==> src/rtl/pulse_frame_responder.sv <==
module pulse_frame_responder #(
  parameter int T0_MIN     = 15,
  parameter int T1_MIN     = 25,
  parameter int T_EOF      = 40,
  parameter int T_WRESP    = 208,
  parameter int T_GAP      = 8,
  parameter int HALF       = 15,
  parameter int BITLEN     = 31,
  parameter int FRAME_BITS = 80,
  parameter int SOF_BITS   = 5
) (
  input  logic                                  clk,
  input  logic                                  rst_n,
  input  logic                                  carrier_tick,
  input  logic                                  gap_in,
  input  logic [FRAME_BITS-1:0]                 reply_data,
  input  logic [$clog2(FRAME_BITS+1)-1:0]       reply_len,
  output logic                                  frame_valid,
  output logic [FRAME_BITS-1:0]                 frame_data,
  output logic [$clog2(FRAME_BITS+1)-1:0]       frame_bits,
  output logic                                  coil_load,
  output logic                                  reply_busy
);
  localparam int CW  = $clog2(T_WRESP) + 1;
  localparam int NW  = $clog2(FRAME_BITS + 1);
  localparam int RW  = FRAME_BITS + SOF_BITS;
  localparam int RCW = $clog2(RW + 1);
  localparam logic [CW-1:0] C_T0    = CW'(T0_MIN);
  localparam logic [CW-1:0] C_T1    = CW'(T1_MIN);
  localparam logic [CW-1:0] C_EOF   = CW'(T_EOF);
  localparam logic [CW-1:0] C_START = CW'(T_WRESP - T_GAP - 1);
  localparam logic [CW-1:0] C_HALF  = CW'(HALF);
  localparam logic [CW-1:0] C_BEND  = CW'(BITLEN - 1);
  localparam logic [NW-1:0] C_FB    = NW'(FRAME_BITS);
  localparam logic [NW-1:0] C_LAST  = NW'(FRAME_BITS - 1);

  typedef enum logic [1:0] {S_RX, S_WAIT, S_TX} state_t;

  state_t            state;
  logic              gap_q, ovf;
  logic [CW-1:0]     cnt;
  logic [FRAME_BITS-1:0] acc;
  logic [NW-1:0]     nb;
  logic [RW-1:0]     sh;
  logic [RCW-1:0]    left;

  wire rise     = gap_in & ~gap_q;
  wire take     = !ovf && cnt >= C_T0 && cnt <= C_EOF;
  wire bit_val  = cnt >= C_T1;
  wire [NW-1:0] len_c = (reply_len > C_FB) ? C_FB : reply_len;

  assign reply_busy = (state == S_TX);
  assign coil_load  = reply_busy && (sh[RW-1] ? (cnt < C_HALF) : (cnt >= C_HALF));

  always_ff @(posedge clk) begin
    if (!rst_n) begin
      state       <= S_RX;
      gap_q       <= 1'b0;
      ovf         <= 1'b1;
      cnt         <= C_EOF + 1'b1;
      acc         <= '0;
      nb          <= '0;
      sh          <= '0;
      left        <= '0;
      frame_valid <= 1'b0;
      frame_data  <= '0;
      frame_bits  <= '0;
    end else begin
      gap_q       <= gap_in;
      frame_valid <= 1'b0;
      case (state)
        S_RX: begin
          if (rise) begin
            cnt <= '0;
            ovf <= 1'b0;
            if (take && nb < C_FB) begin
              acc[C_LAST - nb] <= bit_val;
              nb <= nb + 1'b1;
            end
          end else if (carrier_tick && !ovf) begin
            cnt <= cnt + 1'b1;
            if (cnt == C_EOF) begin
              ovf <= 1'b1;
              if (nb != '0) begin
                frame_valid <= 1'b1;
                frame_data  <= acc;
                frame_bits  <= nb;
                acc         <= '0;
                nb          <= '0;
                state       <= S_WAIT;
              end
            end
          end
        end
        S_WAIT: begin
          if (carrier_tick) begin
            if (cnt == C_START) begin
              cnt   <= '0;
              sh    <= {{SOF_BITS{1'b1}}, reply_data};
              left  <= RCW'(SOF_BITS) + RCW'(len_c);
              state <= S_TX;
            end else begin
              cnt <= cnt + 1'b1;
            end
          end
        end
        default: begin
          if (carrier_tick) begin
            if (cnt == C_BEND) begin
              cnt  <= '0;
              sh   <= {sh[RW-2:0], 1'b0};
              left <= left - 1'b1;
              if (left == RCW'(1)) begin
                state <= S_RX;
                ovf   <= 1'b1;
                cnt   <= C_EOF + 1'b1;
              end
            end else begin
              cnt <= cnt + 1'b1;
            end
          end
        end
      endcase
    end
  end
endmodule

==> config.mk <==
export PLATFORM = sky130hd
export DESIGN_NAME = pulse_frame_responder
export DESIGN_NICKNAME = d
export VERILOG_FILES = /design/src/rtl/pulse_frame_responder.sv
export SDC_FILE = /design/constraint.sdc
export NUM_CORES = 1
export LEC_CHECK = 0
export BUFFER_PORTS_ARGS = -buffer_cell sky130_fd_sc_hd__buf_4
export CORE_UTILIZATION = 25
export CTS_CLUSTER_SIZE = 10
export DETAILED_ROUTE_END_ITERATION = 10
export MAX_ROUTING_LAYER = met4
export PLACE_DENSITY_LB_ADDON = 0.05
export SLEW_MARGIN = 25
export SYNTH_ARGS = -nofsm -noshare
export SYNTH_HDL_FRONTEND = slang
export SYNTH_SLANG_ARGS = --single-unit
==> constraint.sdc <==
create_clock -name clk -period 2.88 [get_ports clk]
set_input_delay 0.288 -clock clk [delete_from_list [all_inputs] [get_ports clk]]
set_output_delay 0.288 -clock clk [all_outputs]
set_load 0.01 [all_outputs]
# == Word level (Yosys, flattened, before mapping) ==
# Cells that the tools add are included.
# totals
ff_bits,280
inputBits,91
out_inout_bits,90
elab_cells,123
# op_classes
addsub,5
n_lt_le_gt_ge,8
n_eq_ne,15
n_mux,51
n_bitwise,8
reduce_logical,25
# ops
operator,count
$mux W80,5
$mux W85,4
$pmux W85 S2,1
$bwmux W80,1
$mux W7,10
$mux W9,6
$mux W2,9
$pmux W9 S2,1
$pmux W7 S2,1
$reduce_bool A2 Y1,7
$ne A2 B2 Y1 const B,6
$reduce_and A5 Y1,2
$add A9 B1 Y9 const B,1
$eq A9 B5 Y1 const B,1
$eq A9 B6 Y1 const B,1
$eq A9 B8 Y1 const B,1
$ge A9 B4 Y1 const B,1
$ge A9 B5 Y1 const B,1
$le A9 B6 Y1 const B,1
$lt A9 B4 Y1 const B,1
$mux W1,9
$reduce_and A9 Y1,1
$lt A7 B8 Y1 const B,1
$add A3 B7 Y7 const A,1
other kinds (26),39

# == Logic depth before layout (Yosys ltp) ==
# logic_depth
depth_word,8
depth_mapped,11
depth_no_buf,10

# == Worst setup path after synthesis ==
# No wires, ideal clock.
# synth_timing
kind,reg2reg
startpoint,reg cnt[1]
endpoint,reg left[3]
setup_ns,0.070
arrival_time_ns,2.158
t_required_ns,2.810
slack_ns,0.652
stages_incl_launch_ff,10
synth_period_minus_slack_ns,2.228
cell_sequence,dfxtp_1 -> ha_1 -> nand4bb_1 -> or4_1 -> a221oi_1 -> buf_2 -> buf_2 -> buf_2 -> nand2_1 -> a21oi_1
# synth_between
elab_chain_cells,3
elab_cells_between_ends,5
classes_between,eq/ne: 3; reduce/logical: 2
# synth_rtl
element,line,rtl
"start, declared",41,logic [CW-1:0] cnt;
"start signal, assigned",60,cnt <= C_EOF + 1'b1;
"start signal, assigned",81,cnt <= cnt + 1'b1;
"start signal, assigned",103,cnt <= cnt + 1'b1;
$eq A9 B8 Y1 or $eq A9 B5 Y1 (tied branches),"97, 109",
$ne A2 B2 Y1 (no line) or $reduce_bool A2 Y1 (tied branches),--,
$reduce_and A4 Y1 (no line) *,--,
"end signal, assigned",100,left <= RCW'(SOF_BITS) + RCW'(len_c);
"end signal, assigned",112,left <= left - 1'b1;
"end, declared",45,logic [RCW-1:0] left;
# Every way passes the cells marked *; elsewhere a longest branch is shown, timed or not.
# A chain may end at the register's enable or synchronous reset.

# == Worst setup path in the final report ==
# layout_timing
startpoint,reg cnt[8]
endpoint,out coil_load
# layout_between
elab_chain_cells,3
elab_cells_between_ends,4
classes_between,order compare: 2; mux: 1; reduce/logical: 1
# layout_rtl
element,line,rtl
$ge A9 B4 Y1 or $lt A9 B4 Y1 (tied branches),53,assign coil_load = reply_busy && (sh[RW-1] ? (cnt < C_HALF) : (cnt >= C_HALF));
$mux W1 *,53,
$logic_and A1 B1 Y1 *,53,
"end, declared",21,"output logic coil_load,"
# Marked as above.

==> flow_summary.json <==
{
  "drt-total-wl_um": 38100,
  "gp_congestion": 0.796,
  "die_w_um": 223,
  "hold_path.class": "in2reg",
  "synth_top_family_by_area": "simple AND/OR/NAND/NOR gates",
  "hp-start": "reply_data[4]",
  "root_buffer": "clkbuf_16",
  "setup_viol": 0,
  "ios": 181,
  "grt_pass1_vias": 10900,
  "fin_skew_ns": 0.0165,
  "cp_max_fo": 6,
  "core_area_um2": 47900,
  "cap_viol_max_count": 0,
  "die_height_um": 223,
  "vias_per_cell": 4.72,
  "vias": 11100,
  "powerDensity_nw_per_um2": 557,
  "cp.required_ns": 2.59,
  "worstPathArrival_ns": 2.43,
  "grt.total_usage_pct": 15.7,
  "grt_overflow": 0,
  "cts_tree": "built",
  "first_pass_iters": 4,
  "path_class": "reg2out",
  "period_minus_slack_ns": 2.71,
  "yosys.area_share.simple_pct": 26.6,
  "ys_ff_latch": 280,
  "io_buffer_count": 180,
  "leakage_uw": 0.00591,
  "status": "finished clean",
  "synth_edf_count": 0,
  "multiInputGateArea_um2": 6050,
  "nFillCells": 5129,
  "slew_headroom_pct": 55.6,
  "antenna_left": 0,
  "hpwl_um": 24000,
  "syn-mean-instance-area_um2": 7.92,
  "diodes": 0,
  "whs_ns": 0.0391,
  "synth_nets": 1644,
  "grt_max_degree": 87,
  "startpoint_type": "flop",
  "drc": 0,
  "syn_area_um2": 12200,
  "ys_warn_count": 0,
  "r2r_end": "sh[2]$_SDFFE_PN0P_",
  "synth-main-ff-cell": "dfxtp_1",
  "synth_mux_area_share_pct": 6.56,
  "min_period_over_period_pct": 94.2,
  "synth_cells": 1541,
  "wire_per_inst_um": 16.2,
  "antenna_found_initial": 0,
  "synthAdderAreaFrac_pct": 1.23,
  "synth_seq_area_share_pct": 45.9,
  "rsz0062_at_grt": "no",
  "drive_above_1_share_pct": 16.8,
  "worst_pin_slew_ns": 0.656,
  "endpoint_kind": "primary output",
  "dp_worst_setup_slack_ns": 0.284,
  "clockBufferDepth": 3,
  "clock_sinks": 280,
  "holdPathEnd": "sh[4]$_SDFFE_PN0P_",
  "grt_pass1_wl_um": 60700,
  "synth-xor-area-share_pct": 0.431,
  "layout_commonest_cell": "nand2_1",
  "first_iter_violations": 538,
  "fmax_mhz": 368,
  "fin_ws_ns": 0.166,
  "die_area_um2": 49700,
  "slew_violations": 0,
  "r2r_slack_ns": 0.29,
  "path_clk_slew_ns": 0.05,
  "areaGrowthSynthToFinish_pct": 30.7,
  "synthDistinctLibCells": 61,
  "finalNetCount": 1817,
  "start_util_pct": 25.5,
  "rows": 80,
  "hold_depth": 3,
  "regArea_um2": 5610,
  "tns_ns": 0,
  "hold_viol": 0,
  "mostFrequentLayoutCells": "nand2_1 (446), dfxtp_1 (280), buf_4 (207), nor2_1 (143), a21oi_1 (105)",
  "synthArstFlopShare_pct": 0,
  "synth_compound_area_share_pct": 14.1,
  "peakVddDrop_mv": 0.283,
  "tritoncts.num_buffers": 38,
  "cts_htree_levels": 2,
  "clkLatencyLatePin_ns": 0.54,
  "rr_worst_depth": 8,
  "r2r-start": "cnt[1]$_SDFFE_PN0P_"
}
-- logic make-up (layout without fill, tap and decap cells) --
logic type,after synthesis,in the layout
simple gates,761,761
mux,80,80
compound gates,252,252
fa+ha+maj,12,12
buf+inv,150,343
flops,280,280
xor+xnor,6,6
-- critical path, cell delays in order, from the launching register on --
cell and delay (ns):
dfxtp_1 0.37, or4_4 0.61, a311oi_4 0.42, o21ai_0 0.17
and2_1 0.19, buf_4 0.14
-- registers in the layout (all words and copies together) (netlist names), 2 cells and up --
signal and flops:
frame_bits 7, nb 7, sh 85, acc 80
frame_data 80, left 7, cnt 9, state 2
-- per-layer routing --
layer / share of wire (%) / global-route usage [%]
met5: 0 / -
met4: 1.9 / 4.72
met3: 4.8 / 3.49
met2: 48 / 25.4
met1: 46 / 19.4
-- stage by stage --
stage                     utilization (%)  total power, µW  cell area [µm²]  instances
after floorplan                         -             4190            12200       1541
after global placement               29.8             4400            14300       2240
after detailed placement             29.8             4400            14300       2240
after CTS                            33.3             9100            16000       2349
after global routing                 33.3             9280            16000       2349
final                                33.3             8880            16000       2349
-- cell type report --
cell class / instances / share of cell area (%)
Clock buffer: 55 / 7.26
Clock inverter: 5 / 0.196
Inverter: 15 / 0.384
Multi-Input combinational cell: 1111 / 37.9
Sequential cell: 280 / 35.1
Tap cell: 615 / 4.82
Timing Repair Buffer: 268 / 14.3
-- how the worst max path moves through the flow --
| stage | start | endpoint | slack [ns] | depth (start not counted) |
|---|---|---|---|---|
| after floorplan | cnt[1]$_SDFFE_PN0P_ | left[3]$_SDFFE_PN0P_ | 0.65 | 9 |
| after global placement | cnt[1]$_SDFFE_PN0P_ | sh[9]$_SDFFE_PN0P_ | 0.39 | 8 |
| after detailed placement | cnt[1]$_SDFFE_PN0P_ | sh[73]$_SDFFE_PN0P_ | 0.28 | 8 |
| after CTS | cnt[8]$_SDFFE_PN0P_ | coil_load | 0.08 | 5 |
| after global routing | cnt[8]$_SDFFE_PN0P_ | coil_load | 0.07 | 5 |
| final | cnt[8]$_SDFFE_PN0P_ | coil_load | 0.17 | 5 |
-- power breakdown --
part / internal (µW) / switching [µW] / total, µW
logic: 199 / 262 / 461
registers: 3890 / 19.3 / 3900
clock network: 2760 / 1760 / 4520
-- timing repair --
item	CTS	global route
hold endpoints to repair	49	0
endpoints found under the setup margin	1	0
buffers inserted	0	0
hold buffers	49	0
resized for setup	1	0
-- cell usage after synthesis (7+ instances only) --
cell	number	area, µm²
a21oi_1	105	526
a311oi_1	80	701
and2_1	7	43.8
buf_2	40	200
clkbuf_1	87	327
dfxtp_1	280	5610
ha_1	12	150
inv_1	13	48.8
mux2i_1	80	801
nand2_1	446	1670
nand3_1	44	220
nand4_1	57	357
nor2_1	143	537
nor2b_1	9	56.3
nor3_1	22	110
o21ai_0	21	105
Power figures use the tool's default switching activity.
